### src/rtl/xosc_pkg.sv
package xosc_pkg;
  localparam int unsigned DLY_W   = 14;
  localparam int unsigned UNIT_SH = 8;   // 256 ticks per delay unit
  localparam int unsigned X4_SH   = 2;
  localparam int unsigned CNT_W   = DLY_W + UNIT_SH + X4_SH;

  localparam logic [11:0] EN_ON    = 12'hFAB;
  localparam logic [11:0] EN_OFF   = 12'hD1E;
  localparam logic [9:0]  FR_BASE  = 10'h2A8; // 0xAA0 >> 2
  localparam logic [31:0] DRM_PAUSE = 32'h5A5A_0D0D;
  localparam logic [31:0] DRM_WAKE  = 32'hA5A5_0E0E;
  localparam logic [DLY_W-1:0] DLY_RST = DLY_W'(14'h00C4);

  typedef enum logic [1:0] {
    A_CTRL   = 2'd0,
    A_STATUS = 2'd1,
    A_PAUSE  = 2'd2,
    A_START  = 2'd3
  } reg_addr_e;
endpackage

### src/rtl/xosc_regs.sv
module xosc_regs
  import xosc_pkg::*;
(
  input  logic             clk_i,
  input  logic             rst_ni,
  input  logic             req_i,
  input  logic             we_i,
  input  logic [1:0]       addr_i,
  input  logic [31:0]      wdata_i,
  output logic [31:0]      rdata_o,
  output logic             rvalid_o,
  input  logic             stable_i,
  output logic             osc_en_o,
  output logic             paused_o,
  output logic             bad_o,
  output logic [DLY_W-1:0] delay_o,
  output logic             x4_o
);
  logic             en_q, pause_q, bad_q, x4_q;
  logic [1:0]       fr_q;
  logic [DLY_W-1:0] dly_q;
  logic             wr, rd;
  logic             en_ok, fr_ok, pw_ok;
  logic [31:0]      rmux;

  assign wr    = req_i & we_i;
  assign rd    = req_i & ~we_i;
  assign en_ok = (wdata_i[23:12] == EN_ON) || (wdata_i[23:12] == EN_OFF);
  assign fr_ok = (wdata_i[11:2] == FR_BASE);
  assign pw_ok = (wdata_i == DRM_PAUSE) || (wdata_i == DRM_WAKE);

  always_ff @(posedge clk_i or negedge rst_ni) begin
    if (!rst_ni) begin
      en_q    <= 1'b0;
      pause_q <= 1'b0;
      bad_q   <= 1'b0;
      fr_q    <= 2'd0;
      dly_q   <= DLY_RST;
      x4_q    <= 1'b0;
    end else if (wr) begin
      unique case (reg_addr_e'(addr_i))
        A_CTRL: begin
          if (en_ok && fr_ok) begin
            en_q <= (wdata_i[23:12] == EN_ON);
            fr_q <= wdata_i[1:0];
          end else begin
            bad_q <= 1'b1;
          end
        end
        A_STATUS: if (wdata_i[24]) bad_q <= 1'b0;
        A_PAUSE: begin
          if (pw_ok) pause_q <= (wdata_i == DRM_PAUSE);
          else       bad_q   <= 1'b1;
        end
        A_START: begin
          dly_q <= wdata_i[DLY_W-1:0];
          x4_q  <= wdata_i[20];
        end
        default: ;
      endcase
    end
  end

  assign osc_en_o = en_q & ~pause_q;

  always_comb begin
    unique case (reg_addr_e'(addr_i))
      A_CTRL:   rmux = {8'h00, en_q ? EN_ON : EN_OFF, FR_BASE, fr_q};
      A_STATUS: rmux = {stable_i, 6'b0, bad_q, 11'b0, osc_en_o, 12'b0};
      A_PAUSE:  rmux = pause_q ? DRM_PAUSE : DRM_WAKE;
      A_START:  rmux = {11'b0, x4_q, 6'b0, dly_q};
      default:  rmux = '0;
    endcase
  end

  always_ff @(posedge clk_i or negedge rst_ni) begin
    if (!rst_ni) begin
      rdata_o  <= '0;
      rvalid_o <= 1'b0;
    end else begin
      rvalid_o <= rd;
      if (rd) rdata_o <= rmux;
    end
  end

  assign paused_o = pause_q;
  assign bad_o    = bad_q;
  assign delay_o  = dly_q;
  assign x4_o     = x4_q;
endmodule

### src/rtl/xosc_startup_ctr.sv
module xosc_startup_ctr
  import xosc_pkg::*;
(
  input  logic             clk_i,
  input  logic             rst_ni,
  input  logic             run_i,
  input  logic             tick_i,
  input  logic [DLY_W-1:0] delay_i,
  input  logic             x4_i,
  output logic             stable_o
);
  logic [CNT_W-1:0] cnt_q, target;
  logic             stab_q;

  always_comb begin
    target = CNT_W'({delay_i, {UNIT_SH{1'b0}}});
    if (x4_i) target = target << X4_SH;
  end

  always_ff @(posedge clk_i or negedge rst_ni) begin
    if (!rst_ni) begin
      cnt_q  <= '0;
      stab_q <= 1'b0;
    end else if (!run_i) begin
      cnt_q  <= '0;   // reload so the next start counts the full delay
      stab_q <= 1'b0;
    end else begin
      if (tick_i && !stab_q && (cnt_q < target)) cnt_q <= cnt_q + 1'b1;
      stab_q <= stab_q | (cnt_q >= target);
    end
  end

  // mask keeps stable low in the very cycle the oscillator is stopped
  assign stable_o = stab_q & run_i;
endmodule

### src/rtl/xosc_supervisor.sv
module xosc_supervisor
  import xosc_pkg::*;
(
  input  logic        clk_i,
  input  logic        rst_ni,
  input  logic        req_i,
  input  logic        we_i,
  input  logic [1:0]  addr_i,
  input  logic [31:0] wdata_i,
  output logic [31:0] rdata_o,
  output logic        rvalid_o,
  input  logic        osc_tick_i,
  output logic        osc_en_o,
  output logic        stable_o
);
  logic             paused, bad_flag, x4;
  logic [DLY_W-1:0] delay;

  xosc_regs i_regs (
    .clk_i    (clk_i),
    .rst_ni   (rst_ni),
    .req_i    (req_i),
    .we_i     (we_i),
    .addr_i   (addr_i),
    .wdata_i  (wdata_i),
    .rdata_o  (rdata_o),
    .rvalid_o (rvalid_o),
    .stable_i (stable_o),
    .osc_en_o (osc_en_o),
    .paused_o (paused),
    .bad_o    (bad_flag),
    .delay_o  (delay),
    .x4_o     (x4)
  );

  xosc_startup_ctr i_ctr (
    .clk_i    (clk_i),
    .rst_ni   (rst_ni),
    .run_i    (osc_en_o),
    .tick_i   (osc_tick_i),
    .delay_i  (delay),
    .x4_i     (x4),
    .stable_o (stable_o)
  );
endmodule

### config.mk
export PLATFORM = sky130hd
export DESIGN_NAME = xosc_supervisor
export DESIGN_NICKNAME = d
export VERILOG_FILES = /design/src/rtl/xosc_pkg.sv /design/src/rtl/xosc_regs.sv /design/src/rtl/xosc_startup_ctr.sv /design/src/rtl/xosc_supervisor.sv
export SDC_FILE = /design/constraint.sdc
export NUM_CORES = 1
export LEC_CHECK = 0
export CORE_ASPECT_RATIO = 2
export CORE_MARGIN = 2
export CORE_UTILIZATION = 25
export DETAILED_ROUTE_END_ITERATION = 7
export GPL_TIMING_DRIVEN = 0
export PLACE_DENSITY = 0.47
export SETUP_SLACK_MARGIN = 0.1
export SLEW_MARGIN = 20
export SYNTH_ARGS = -nofsm -noshare
export SYNTH_HDL_FRONTEND = slang
export SYNTH_SLANG_ARGS = --single-unit
### constraint.sdc
create_clock -name clk_i -period 4.55 [get_ports clk_i]
set_clock_uncertainty 0.15 [all_clocks]
set_input_delay 0.455 -clock clk_i [delete_from_list [all_inputs] [get_ports clk_i]]
set_output_delay 0.455 -clock clk_i [all_outputs]
set_load 0.02 [all_outputs]
==> impl_metrics.toml <==
[power]
power_density_nw_per_um2 = 367
fin_total_pwr_mw = 2.01
power_leakage_nw = 2.24
worst_ir_drop_vdd_mv = 0.254

[floorplanning]
die_y_um = 186
fp-row-count = 66
area_of_the_core_um2 = 16200
floorplan.io_pins = 74
die-area_um2 = 17600
initial_core_utilization = 0.255
die_x_um = 94.9

[clock_network]
cts_max_level = 3
cts.sink_count = 72
post_cts.resized_instances = 0
clk_pin_slew_worst_paths_ns = 0.06
ctsLongestPathBuffers = 2
post_cts_buffers = 0
worst_skew_pair.late_latency_ns = 0.34
postCtsHoldBufs = 1
cts_tree = "yes"
cts_inserted_buffers = 9
cts_root_buf = "sky130_fd_sc_hd__clkbuf_16"

[logic_synthesis]
synth.yosys.warnings = 0
post-synth-top-area-fraction = 0.418
yosys.cell_count.top_type = "sky130_fd_sc_hd__dfrtp_1"
postSynth.topFlopCell = "sky130_fd_sc_hd__dfrtp_1"
synthCells = 430
synth_commonest_cells = "sky130_fd_sc_hd__dfrtp_1 (69), sky130_fd_sc_hd__nand2_1 (56), sky130_fd_sc_hd__a21oi_1 (33), sky130_fd_sc_hd__o21ai_0 (33), sky130_fd_sc_hd__nor2_1 (19)"
syn_avg_cell_area_um2 = 9.60
synth_async_sr_flop_share = 1.00
number_of_enable_flip_flop_cells_after_synthesis = 0
postSynthNetCount = 487
synth_largest_area_cell = "sky130_fd_sc_hd__dfrtp_1"
synth-seq-cells = 72
ys_seq_area_frac = 0.437
syn-cell-area_um2 = 4130
synthTopCellsByArea = "sky130_fd_sc_hd__dfrtp_1 (42%), sky130_fd_sc_hd__ha_1 (5.5%), sky130_fd_sc_hd__nand2_1 (5.1%)"
synth_cell_types = 48

[worst_setup_path]
reg2reg_from = "i_regs.x4_o$_DFFE_PN0P_"
cp_data_required_time_ns = 4.65
worst_ep_arrival_time_ns = 4.20
worst_reg2reg_path_endpoint = "i_ctr.cnt_q[11]$_DFFE_PN0P_"
reg2reg_depth = 11
criticalPathCategory = "register to register"
reg2reg_slack_ns = 0.45
setup.worst_path.end_class = "register"
setup.worst_path.start_class = "register"
worstPathMaxFanout = 10
setup.worst_path.start = "i_regs.x4_o$_DFFE_PN0P_"

[sta]
worst_pin_slew_ns = 0.793
rsz0062_at_grt = "no"
setup-tns-final_ns = 0
postLayoutSetupSlackWorst_ns = 0.450
min_period_ns = 4.10
final.period_utilization = 0.901
worst_slew_margin_rel = 0.470
drv_slew = 0
finalHoldViolations = 0
setup_violations = 0
fin_worst_hold_slack_ns = 0.324
timing.fmax_mhz = 244

[detailed_routing]
initialDrtViolationCount = 124
detail_route.drc_violations = 0
detail_route.wirelength_um = 13500
vias = 3643
viasPerCell = 5.02
first_pass_iters = 4
final_antenna_net_count = 0
route.detailed.wl_per_inst_um = 18.6

[placement]
placement.cell_area_um2 = 5140
dp.cells = 708
dp_hpwl_um = 11000
gp_congestion = 0.891
numPortBuffers = 73
dpl_worst_slack_ns = 0.424

[layout]
layout_area_growth_over_synthesis_pct = 32.5
layoutNonFillerInstCount = 725
fillers = 1703
antennaDiodeCount = 0
design_area_um2 = 5470
utilization = 0.338
drive_above_1_share = 0.104
final_nets = 573

[worst_hold_path]
whs_endpoint = "i_regs.rdata_o[16]$_DFFE_PN0P_"
worstHoldPathCells = 2
min-delay-path-class = "register to register"
min_from = "i_regs.rdata_o[16]$_DFFE_PN0P_"

[global_route]
track_usage = 0.163
global_route_wire_length_before_repair_um = 21100
antenna_found_initial = 0
global_route_congestion_overflow_total = 0
first_global_vias = 3785
grt_start_max_net_pins = 49

[run_status]
outcome = "finished clean"

[run]
max_cap_viol_count = 0
## area by class of cell
type	count	area (um2)	area share
multi-input combinational	322	2150	0.394
sequential	72	1810	0.330
timing repair buffer	75	766	0.140
tap	204	255	0.0467
clock buffer	9	225	0.0412
buffer	25	129	0.0236
clock inverter	7	95.1	0.0174
inverter	11	41.3	0.00755
## layout by cell type (no fill, tap or decap), types with 12 or more instances in the layout
cell	Yosys	final
sky130_fd_sc_hd__a21oi_1	33	33
sky130_fd_sc_hd__clkbuf_1	14	14
sky130_fd_sc_hd__clkdlybuf4s50_1	0	72
sky130_fd_sc_hd__dfrtp_1	69	69
sky130_fd_sc_hd__ha_1	18	18
sky130_fd_sc_hd__mux2_2	17	17
sky130_fd_sc_hd__mux2i_1	13	13
sky130_fd_sc_hd__nand2_1	56	56
sky130_fd_sc_hd__nand3_1	12	12
sky130_fd_sc_hd__nand4_1	12	12
sky130_fd_sc_hd__nor2_1	19	19
sky130_fd_sc_hd__o21ai_0	33	33
## how the worst max path moves through the flow
stage	endpoint	slack [ns]
floorplan	i_ctr.cnt_q[23]$_DFFE_PN0P_	1.06
global placement	i_ctr.cnt_q[15]$_DFFE_PN0P_	0.19
detailed placement	i_ctr.cnt_q[11]$_DFFE_PN0P_	0.42
CTS	i_ctr.cnt_q[11]$_DFFE_PN0P_	0.41
global route	i_ctr.cnt_q[16]$_DFFE_PN0P_	0.11
finish	i_ctr.cnt_q[11]$_DFFE_PN0P_	0.45
## per-layer routing
metal	track usage	wire length, um	up-vias
li1	-	-	1746
met3	0.0223	352	31
met2	0.331	8080	81
met5	0	0	-
met4	0.0957	678	0
met1	0.142	4400	1785
## registers in the layout (all words and copies together), names as in the netlist
signal,count
i_regs.rdata_o,26
i_ctr.cnt_q,24
i_regs.delay_o,14
i_regs.fr_q,2
i_ctr.stab_q,1
i_regs.bad_o,1
i_regs.en_q,1
i_regs.paused_o,1
i_regs.rvalid_o,1
i_regs.x4_o,1
## cells by family (layout without fill, tap and decap cells)
kind of cell	Yosys count	after routing	share of synthesized area
compound gates	98	98	0.144
xor+xnor	3	3	0.00637
fa+ha+maj	18	18	0.0546
buf+inv	36	127	0.0412
flops	72	72	0.437
mux	30	30	0.0779
simple gates	173	173	0.239
## critical path: stages, from the launching register on
cell and delay (ns):
sky130_fd_sc_hd__dfrtp_1 0.32, sky130_fd_sc_hd__clkbuf_1 0.40, sky130_fd_sc_hd__buf_1 0.55, sky130_fd_sc_hd__mux2i_1 0.27
sky130_fd_sc_hd__ha_1 0.28, sky130_fd_sc_hd__a211oi_1 0.27, sky130_fd_sc_hd__o211ai_1 0.23, sky130_fd_sc_hd__a21o_1 0.26
sky130_fd_sc_hd__or3_1 0.40, sky130_fd_sc_hd__clkbuf_1 0.29, sky130_fd_sc_hd__or4_1 0.51, sky130_fd_sc_hd__o21ai_0 0.08
## report_power, final
part | switching (mW) | internal, mW
clock network | 0.292 | 0.481
registers | 0.0720 | 0.717
logic | 0.232 | 0.213
Note: power is estimated with default switching activity, not from simulation.
